## config.mk

```make
export PLATFORM = sky130hd
export DESIGN_NAME = irq_req_latch
export DESIGN_NICKNAME = d
export VERILOG_FILES = /design/src/rtl/irq_latch_pkg.sv /design/src/rtl/irq_trig_reg.sv /design/src/rtl/irq_ack_dec.sv /design/src/rtl/irq_line_cell.sv /design/src/rtl/irq_req_latch.sv
export SDC_FILE = /design/constraint.sdc
export NUM_CORES = 1
export LEC_CHECK = 0
export BUFFER_PORTS_ARGS = -buffer_cell sky130_fd_sc_hd__buf_2
export CAP_MARGIN = 20
export CORE_ASPECT_RATIO = 0.75
export CORE_UTILIZATION = 45
export DETAILED_ROUTE_END_ITERATION = 6
export MAX_ROUTING_LAYER = met4
export PLACE_DENSITY = 0.76
export SLEW_MARGIN = 15
export SYNTH_ARGS = -nofsm -noshare
export SYNTH_HDL_FRONTEND = slang
export SYNTH_HIERARCHICAL = 1
export SYNTH_SLANG_ARGS = --single-unit
export TNS_END_PERCENT = 5
```

## constraint.sdc

```tcl
create_clock -name clk -period 1 [get_ports clk]
set_input_delay 0.2 -clock clk [delete_from_list [all_inputs] [get_ports clk]]
set_output_delay 0.2 -clock clk [all_outputs]
set_load 0.02 [all_outputs]
```

## src/rtl/irq_latch_pkg.sv

```systemverilog
package irq_latch_pkg;

  typedef enum logic {
    TRIG_EDGE  = 1'b0,
    TRIG_LEVEL = 1'b1
  } trig_mode_e;

  function automatic int idx_width(input int n);
    return (n > 1) ? $clog2(n) : 1;
  endfunction

endpackage

```

## src/rtl/irq_trig_reg.sv

```systemverilog
module irq_trig_reg #(
  parameter int                    NUM_LINES = 8,
  parameter logic [NUM_LINES-1:0]  WMASK     = 8'hF8
) (
  input  logic                 clk,
  input  logic                 rst_n,
  input  logic                 wr_en,
  input  logic [NUM_LINES-1:0] wr_data,
  output logic [NUM_LINES-1:0] trig_q
);

  always_ff @(posedge clk) begin
    if (!rst_n)     trig_q <= '0;
    else if (wr_en) trig_q <= wr_data & WMASK;
  end

  p_masked_store_r9: assert property (@(posedge clk) disable iff (!rst_n)
    wr_en |=> (trig_q == ($past(wr_data) & WMASK)));

endmodule

```

## src/rtl/irq_ack_dec.sv

```systemverilog
module irq_ack_dec #(
  parameter int NUM_LINES = 8,
  parameter int IDX_W     = 3
) (
  input  logic                 ack_valid,
  input  logic [IDX_W-1:0]     ack_idx,
  output logic [NUM_LINES-1:0] ack_hit
);

  for (genvar g = 0; g < NUM_LINES; g++) begin : g_hit
    assign ack_hit[g] = ack_valid && (ack_idx == IDX_W'(g));
  end

endmodule

```

## src/rtl/irq_line_cell.sv

```systemverilog
module irq_line_cell
  import irq_latch_pkg::*;
(
  input  logic clk,
  input  logic rst_n,
  input  logic mode,
  input  logic irq_in,
  input  logic ack_hit,
  output logic req_q
);

  trig_mode_e mode_e;
  logic       last_q;
  logic       req_d;

  assign mode_e = trig_mode_e'(mode);

  // Acknowledge clear first, then a rising transition may set again.
  always_comb begin
    if (mode_e == TRIG_LEVEL) begin
      req_d = irq_in;
    end else begin
      req_d = req_q & ~ack_hit;
      if (irq_in && !last_q) req_d = 1'b1;
    end
  end

  always_ff @(posedge clk) begin
    if (!rst_n) begin
      req_q  <= 1'b0;
      last_q <= 1'b0;
    end else begin
      req_q  <= req_d;
      last_q <= irq_in;
    end
  end

  p_edge_rise_r2: assert property (@(posedge clk) disable iff (!rst_n)
    (!mode && irq_in && !last_q) |=> req_q);

  p_edge_low_hold_r4: assert property (@(posedge clk) disable iff (!rst_n)
    (!mode && !irq_in && !ack_hit) |=> $stable(req_q));

  p_level_follow_r5: assert property (@(posedge clk) disable iff (!rst_n)
    mode |=> (req_q == $past(irq_in)));

  p_ack_clear_r6: assert property (@(posedge clk) disable iff (!rst_n)
    (!mode && ack_hit && !(irq_in && !last_q)) |=> !req_q);

endmodule

```

## src/rtl/irq_req_latch.sv

```systemverilog
module irq_req_latch
  import irq_latch_pkg::*;
#(
  parameter int                   NUM_LINES  = 8,
  parameter logic [NUM_LINES-1:0] TRIG_WMASK = 8'hF8,
  localparam int                  IDX_W      = idx_width(NUM_LINES)
) (
  input  logic                 clk,
  input  logic                 rst_n,
  input  logic [NUM_LINES-1:0] irq_in,
  input  logic                 cfg_wr_en,
  input  logic [NUM_LINES-1:0] cfg_wr_data,
  output logic [NUM_LINES-1:0] cfg_rd_data,
  input  logic                 ack_valid,
  input  logic [IDX_W-1:0]     ack_idx,
  output logic [NUM_LINES-1:0] req_o
);

  logic [NUM_LINES-1:0] trig_q;
  logic [NUM_LINES-1:0] ack_hit;

  irq_trig_reg #(.NUM_LINES(NUM_LINES), .WMASK(TRIG_WMASK)) u_trig (
    .clk     (clk),
    .rst_n   (rst_n),
    .wr_en   (cfg_wr_en),
    .wr_data (cfg_wr_data),
    .trig_q  (trig_q)
  );

  irq_ack_dec #(.NUM_LINES(NUM_LINES), .IDX_W(IDX_W)) u_ack (
    .ack_valid (ack_valid),
    .ack_idx   (ack_idx),
    .ack_hit   (ack_hit)
  );

  for (genvar g = 0; g < NUM_LINES; g++) begin : g_line
    irq_line_cell u_cell (
      .clk     (clk),
      .rst_n   (rst_n),
      .mode    (trig_q[g]),
      .irq_in  (irq_in[g]),
      .ack_hit (ack_hit[g]),
      .req_q   (req_o[g])
    );
  end

  assign cfg_rd_data = trig_q;

  p_ack_single_r10: assert property (@(posedge clk) disable iff (!rst_n)
    $onehot0(ack_hit) && (ack_valid || (ack_hit == '0)));

endmodule

```

==> impl_results.md, run 1 <==
- Number of placement rows: 13
- Clock transition time at the flip-flop clock pins of the worst setup and hold paths: 110 ps
- Total DRC errors in the routed layout: 0
- Number of antenna repair diodes: 0
- Fraction of final layout cells sized beyond drive strength 1: 51.4%
- Worst-case vdd ir drop: 0.00119 V
- Storage cell area: 437 um^2
- First-pass iteration count of the detailed router: 2
- Time the final worst path needs with I/O delays and setup: 981 ps
- Design Area, Final: 1190 um^2
- Largest net degree at the start of global routing: 22
- Via count of the first global-routing pass: 551
- Vias: 650
- Number of stages on the worst hold path: 2
- Category of the critical setup timing path: flip-flop to output port
- Synthesis-to-finish area growth: 32.7%
- Remaining number of nets flagged by the antenna check after routing: 0
- Post-layout worst setup margin: 18.9 ps
- GRT Overall Usage: 17.0%
- Source-to-sink clock delay at the later pin of the worst-skew pair: 290 ps
- Area of combinational cells with multiple inputs: 449 um^2
- Met2 capacity usage during global routing: 26.6%
- Total clock buffers created by CTS: 3
- Category of the worst setup path capture point: output port
- Worst path slowest cell: sky130_fd_sc_hd__dfxtp_2
- Most used cells in the layout excluding fill and tap cells: sky130_fd_sc_hd__buf_2 (19), sky130_fd_sc_hd__dfxtp_2 (13), sky130_fd_sc_hd__buf_6 (13)
- Number of top-level pins: 39
- # clock sinks: 21
- Hold Crit Endpoint: g_line[0].u_cell/last_q$_SDFF_PN0_
- Clock tree from TritonCTS: done
- Count of distinct cell types in the synthesized netlist: 14
- Length in cells of the worst reg-to-reg path: 3
- Final routed wirelength across all metal layers: 1650 um
- R2R Setup Slk: 100 ps
- Effective utilization at floorplan: 49.6%
- Sort of element at the start of the critical path: flip-flop
- RSZ-0062 raised after global routing: yes
- Maxcap violations: 0
- Placeable core region: 1810 um^2
- Worst r2r src: u_trig/trig_q[5]$_SDFFE_PN0P_
- Layer with the highest usage after global routing: met2
- Synthesis Warnings: 6
- Status: finished clean
- DRT iter0 DRCs: 1
- Height of the die: 40.6 um
- Max-slew violation total from the final report: 0
- Launch point of the worst hold path: irq_in[0]
- Post-detailed-placement half-perimeter wirelength: 1150 um
- CP arrival: 780 ps
- Sequential cell area fraction in the yosys report: 46.9%
- Most common library cell in the layout ignoring fill and taps: sky130_fd_sc_hd__buf_2
- Area after detailed placement: 1060 um^2
- Avg Cell Area, Syn: 11.8 um^2
- Number of register bits inferred by synthesis: 21
- DIE WIDTH: 53.5 um
- Power per Cell Area: 1390 nW/um^2
- Count of H-tree levels built during CTS: 1
- Achievable Freq: 1020 MHz
- Wire length of the first global-routing pass: 2390 um
- Critical path, cell by cell: buf_6
- Antenna violations before repair: 0
- End of the worst register-to-register path: g_line[5].u_cell/req_q$_SDFF_PN0_
- Clk buf depth: 2
- Fill cell instance count of the final layout: 158
- Final nets: 135
- Total Power: 1.65 mW
- Post-Syn Instances: 76
- Grt met1 use: 19.6%
- Number of hold-slack violations in the final timing report: 0
- Synth Cell Area: 896 um^2
- Die area: 2180 um^2
- Leak: 0.591 nW
- Number of buffer and inverter stages on the critical path: 1
- Met3 capacity usage during global routing: 7.78%
- Cell family with the largest share of critical-path delay: flip-flops
- Place WS: -79.5 ps
- Critical path peak fanout: 4
- Routability cong.: 0.628
- Hold Buf Count CTS: 0
- Sum of overflow across all layers after global routing: 0
- Clock tree skew after final layout: 5.20 ps
- Required @ worst endpoint: 800 ps
- Cell at the root of the clock tree: sky130_fd_sc_hd__clkbuf_4
- Number of input and output port buffers inserted: 32
- Delay of the slowest cell on the worst path: 370 ps
- Tightest Hold Check Type: input port to flip-flop
- Number of endpoints failing setup at the final stage: 0
- Final worst path period share: 98.1%
- Average wire per standard cell: 12.4 um
- Via count normalized by instance count: 4.89
==> metrics by stage <==
step	hold WS (ps)	util [%]	TNS, ps	std cells
final	125	65.8	0	133
after global routing	100	65.8	-213	133
after CTS	115	62.9	0	132
after detailed placement	433	58.6	-388	128
after global placement	425	58.6	-339	128
after floorplan	328	-	0	78
==> state kept, by name, summed over array words and instances, names as in the netlist <==
signal                cells
g_line.u_cell/last_q      8
u_trig/trig_q             5
g_line.u_cell/req_q       8
==> timing repair <==
action / CTS / global route
setup endpoints to repair: 11 / 13
resized for setup: 21 / 18
setup buffers: 0 / 1
gates cloned: 0 / 0
==> area by class of cell <==
cell class                      instances  share of cell area, %
Multi-Input combinational cell         53                   37.8
Sequential cell                        21                   36.7
Timing Repair Buffer                   33                   20.9
Tap cell                               22                   2.32
Clock buffer                            4                   2.21
==> kinds of logic (layout without fill, tap and decap cells) <==
group / after synthesis / count (layout) / synth area share, %
AO/OA/AOI/OAI: 8 / 8 / 6.70
multiplexers: 5 / 5 / 5.59
buffers and inverters: 4 / 37 / 3.77
flip-flops: 21 / 21 / 46.9
other: 1 / 3 / 0.419
AND/OR/NAND/NOR: 37 / 37 / 36.6
==> routing by layer <==
metal	part of all wire, %	vias to the layer above
met2	42	24
met5	0	-
li1	-	340
met1	51	284
met4	0.73	0
met3	5.9	2
==> power by group <==
part	switching [mW]	leakage (nW)	internal, mW
registers	0.0358	0.178	0.904
logic	0.145	0.398	0.177
clock network	0.237	0.0150	0.155
==> worst max path at each step <==
stage / end / cells past startpoint / start / slack, ps
final: cfg_rd_data[6] / 1 / u_trig/trig_q[6]$_SDFFE_PN0P_ / 20
after global routing: cfg_rd_data[3] / 1 / u_trig/trig_q[3]$_SDFFE_PN0P_ / -40
after CTS: req_o[5] / 1 / g_line[5].u_cell/req_q$_SDFF_PN0_ / 0.3
after detailed placement: g_line[0].u_cell/req_q$_SDFF_PN0_ / 4 / ack_idx[1] / -80
after global placement: g_line[0].u_cell/req_q$_SDFF_PN0_ / 4 / ack_idx[1] / -80
after floorplan: g_line[3].u_cell/req_q$_SDFF_PN0_ / 2 / u_trig/trig_q[3]$_SDFFE_PN0P_ / 80
==> synthesized netlist by cell type, drive strengths merged <==
cell type	count	area share [%]
nor2b	5	3.5
nand2b	8	5.6
and4b	3	3.8
a21o	8	6.7
and4bb	11	15
mux2i	5	5.6
buf	4	3.8
and2	8	5.6
nor4b	1	1.7
and4	1	1.1
conb	1	0.42
dfxtp	21	47
Power figures use the tool's default switching activity.
==> run 2, diff against run 1 <==
Settings changed: RECOVER_POWER from default to 100.
==> impl_results.md, run 2 (synthesis results as in run 1) <==
- Critical path peak fanout: 4 (unchanged)
- Length in cells of the worst reg-to-reg path: 3 (unchanged)
- Number of endpoints failing setup at the final stage: 0 (unchanged)
- Number of hold-slack violations in the final timing report: 0 (unchanged)
- Post-layout worst setup margin: 15.8 ps (was 18.9 ps)
- Source-to-sink clock delay at the later pin of the worst-skew pair: 290 ps (about the same)
- Total DRC errors in the routed layout: 0 (unchanged)
- Top routing layer in use: met4 (unchanged)
- Final routed wirelength across all metal layers: 1660 um (was 1650 um)
- Routed wl met3: 97 um (unchanged)
- Status: finished clean (unchanged)
- Place WS: -79.5 ps (unchanged)
- Crit. Startpoint: u_trig/trig_q[6]$_SDFFE_PN0P_ (unchanged)
- RSZ-0062 raised after global routing: yes (unchanged)
- Hold Crit Endpoint: g_line[6].u_cell/last_q$_SDFF_PN0_ (was g_line[0].u_cell/last_q$_SDFF_PN0_)
- Largest registers: g_line.u_cell/last_q (8), g_line.u_cell/req_q (8), u_trig/trig_q (5) (unchanged)
- Die area: 2180 um^2 (unchanged)
- DRT iter0 DRCs: 0 (was 1)
- Via count normalized by instance count: 4.85 (was 4.89)
- Final worst path period share: 98.4% (was 98.1%)
- Setup_tns: 0 ps (unchanged)
- Number of antenna repair diodes: 0 (unchanged)
- Slew at the pin with the worst max-slew slack: 737 ps
- Wire length of the first global-routing pass: 2390 um (unchanged)
- Average wire per standard cell: 12.5 um (was 12.4 um)
- Switching part of the total: 25.4% (was 25.2%)
- CP arrival: 780 ps (about the same)
- Total Power: 1.66 mW (was 1.65 mW)
- Most common library cell in the layout ignoring fill and taps: sky130_fd_sc_hd__buf_2 (unchanged)
- R2R Setup Slk: 70 ps (was 100 ps)
- Worst r2r src: u_trig/trig_q[5]$_SDFFE_PN0P_ (unchanged)
- Routability cong.: 0.628 (unchanged)
- Placeable core region: 1810 um^2 (unchanged)
- Maxcap violations: 0 (unchanged)
- Worst path slowest cell: sky130_fd_sc_hd__dfxtp_2 (unchanged)
- Flop pwr share: 56.8% (about the same)
- Clock tree skew after final layout: 3.21 ps (was 5.20 ps)
- Launch point of the worst hold path: irq_in[6] (was irq_in[0])
- First-pass iteration count of the detailed router: 1 (was 2)
- DIE WIDTH: 53.5 um (unchanged)
- Vias: 645 (was 650)
- Effective utilization at floorplan: 49.6% (unchanged)
- Net switching component of the power: 0.421 mW (was 0.417 mW)
- Leak: 0.583 nW (was 0.591 nW)
- Wire length on met2: 697 um (was 699 um)
- End of the worst register-to-register path: g_line[5].u_cell/req_q$_SDFF_PN0_ (unchanged)
- Number of stages on the worst hold path: 2 (unchanged)
- Combinational share of power: 19.4% (was 19.5%)
- Achievable Freq: 1020 MHz (about the same)
- Post-detailed-placement half-perimeter wirelength: 1150 um (unchanged)
- Required @ worst endpoint: 800 ps (about the same)
- Power per Cell Area: 1390 nW/um^2 (about the same)
- Clock network power share: 23.9% (was 23.7%)
- Critical path, cell by cell: buf_6 (unchanged)
- Routed length on met1: 849 um (was 843 um)
- Cell Count Post-Placement: 128 (unchanged)
- Remaining number of nets flagged by the antenna check after routing: 0 (unchanged)
- Cell at the root of the clock tree: sky130_fd_sc_hd__clkbuf_4 (unchanged)
- Total clock buffers created by CTS: 3 (unchanged)
- Largest net degree at the start of global routing: 22 (unchanged)
- Via count of the first global-routing pass: 551 (unchanged)
- GRT Overall Usage: 17.0% (unchanged)
- Fill cell instance count of the final layout: 156 (was 158)
- Number of placement rows: 13 (unchanged)
- Sum of overflow across all layers after global routing: 0 (unchanged)
- Worst-case vdd ir drop: 0.00119 V (about the same)
- Clock tree from TritonCTS: done (unchanged)
- Final nets: 135 (unchanged)
- Category of the critical setup timing path: flip-flop to output port (unchanged)
- Category of the worst setup path capture point: output port (unchanged)
- Sort of element at the start of the critical path: flip-flop (unchanged)
- Synthesis-to-finish area growth: 32.5% (was 32.7%)
- Clk buf depth: 2 (unchanged)
- Number of buffer and inverter stages on the critical path: 1 (unchanged)
- Tightest Hold Check Type: input port to flip-flop (unchanged)
- Number of top-level pins: 39 (unchanged)
- Number of input and output port buffers inserted: 32 (unchanged)
- Time the final worst path needs with I/O delays and setup: 984 ps (was 981 ps)
- Cell family with the largest share of critical-path delay: flip-flops (unchanged)
- Height of the die: 40.6 um (unchanged)
- Most used cells in the layout excluding fill and tap cells: sky130_fd_sc_hd__buf_2 (18), sky130_fd_sc_hd__dfxtp_2 (13), sky130_fd_sc_hd__buf_6 (13) (was sky130_fd_sc_hd__buf_2 (19), sky130_fd_sc_hd__dfxtp_2 (13), sky130_fd_sc_hd__buf_6 (13))
- Fraction of final layout cells sized beyond drive strength 1: 50.5% (was 51.4%)
- Max-slew violation total from the final report: 0 (unchanged)
- Number of non-filler instances in the completed layout: 133 (unchanged)
- Count of H-tree levels built during CTS: 1 (unchanged)
- Worst relative slew slack: 50.9%
- # clock sinks: 21 (unchanged)
- Antenna violations before repair: 0 (unchanged)
- Clock transition time at the flip-flop clock pins of the worst setup and hold paths: 110 ps (about the same)
- Hold Buf Count CTS: 0 (unchanged)
- Internal power consumption: 1.23 mW (was 1.24 mW)
- Delay of the slowest cell on the worst path: 370 ps (about the same)
## run 2: changes by cell type in the layout (fill, tap and decap cells not counted)
cell                       before  now
sky130_fd_sc_hd__buf_2         19   18
sky130_fd_sc_hd__clkbuf_1       1    2
sky130_fd_sc_hd__buf_4          1    0
sky130_fd_sc_hd__clkbuf_4       3    4
sky130_fd_sc_hd__and2_0         0    7
sky130_fd_sc_hd__and2_1         8    1
## run 2: power groups by stage
| stage | Clock, mW | Sequential (mW) | Combinational [mW] |
|---|---|---|---|
| 2_1_floorplan | 0 | 0.989 | 0.124 |
| 3_3_place_gp | 0 | 0.939 | 0.264 |
| 3_5_place_dp | 0 | 0.941 | 0.270 |
| 4_1_cts | 0.409 | 0.929 | 0.296 |
| 5_1_grt | 0.462 | 0.947 | 0.346 |
| 6_report | 0.395 | 0.940 | 0.320 |
## run 2: worst max path at each step
stage               slack, ps  cells after the start                                end
floorplan                  80                      2  g_line[3].u_cell/req_q$_SDFF_PN0_
global placement          -80                      4  g_line[0].u_cell/req_q$_SDFF_PN0_
detailed placement        -80                      4  g_line[0].u_cell/req_q$_SDFF_PN0_
CTS                       0.3                      1                           req_o[5]
global route              -40                      1                     cfg_rd_data[3]
finish                     20                      1                     cfg_rd_data[6]
## run 2: area by class of cell
| type | instances | area (um^2) | area share, % |
|---|---|---|---|
| clock buffers | 4 | 26.3 | 2.21 |
| multi-input cells | 53 | 449 | 37.8 |
| flip-flops and latches | 21 | 437 | 36.8 |
| well taps | 22 | 27.5 | 2.32 |
| repair buffers | 33 | 248 | 20.9 |
## run 2: metal layers
metal / vias to the layer above / GRT usage (%)
li1: 340 / -
met1: 279 / 19.6
met2: 24 / 26.6
met3: 2 / 7.78
met4: 0 / 5.92
met5: - / -
## run 2: stage by stage
| stage | hold WS, ps | util (%) | area, um^2 |
|---|---|---|---|
| detailed placement | 433 | 58.6 | 1060 |
| finish | 131 | 65.8 | 1190 |
| global placement | 425 | 58.6 | 1060 |
| floorplan | 328 | - | 903 |
| CTS | 115 | 62.9 | 1140 |
| global route | 100 | 65.8 | 1190 |
## run 2: timing repair
| item | in CTS | in global routing |
|---|---|---|
| resized for setup | 21 | 18 |
| setup buffers | 0 | 1 |
| endpoints found under the setup margin | 11 | 13 |
| pin swaps | 0 | 0 |
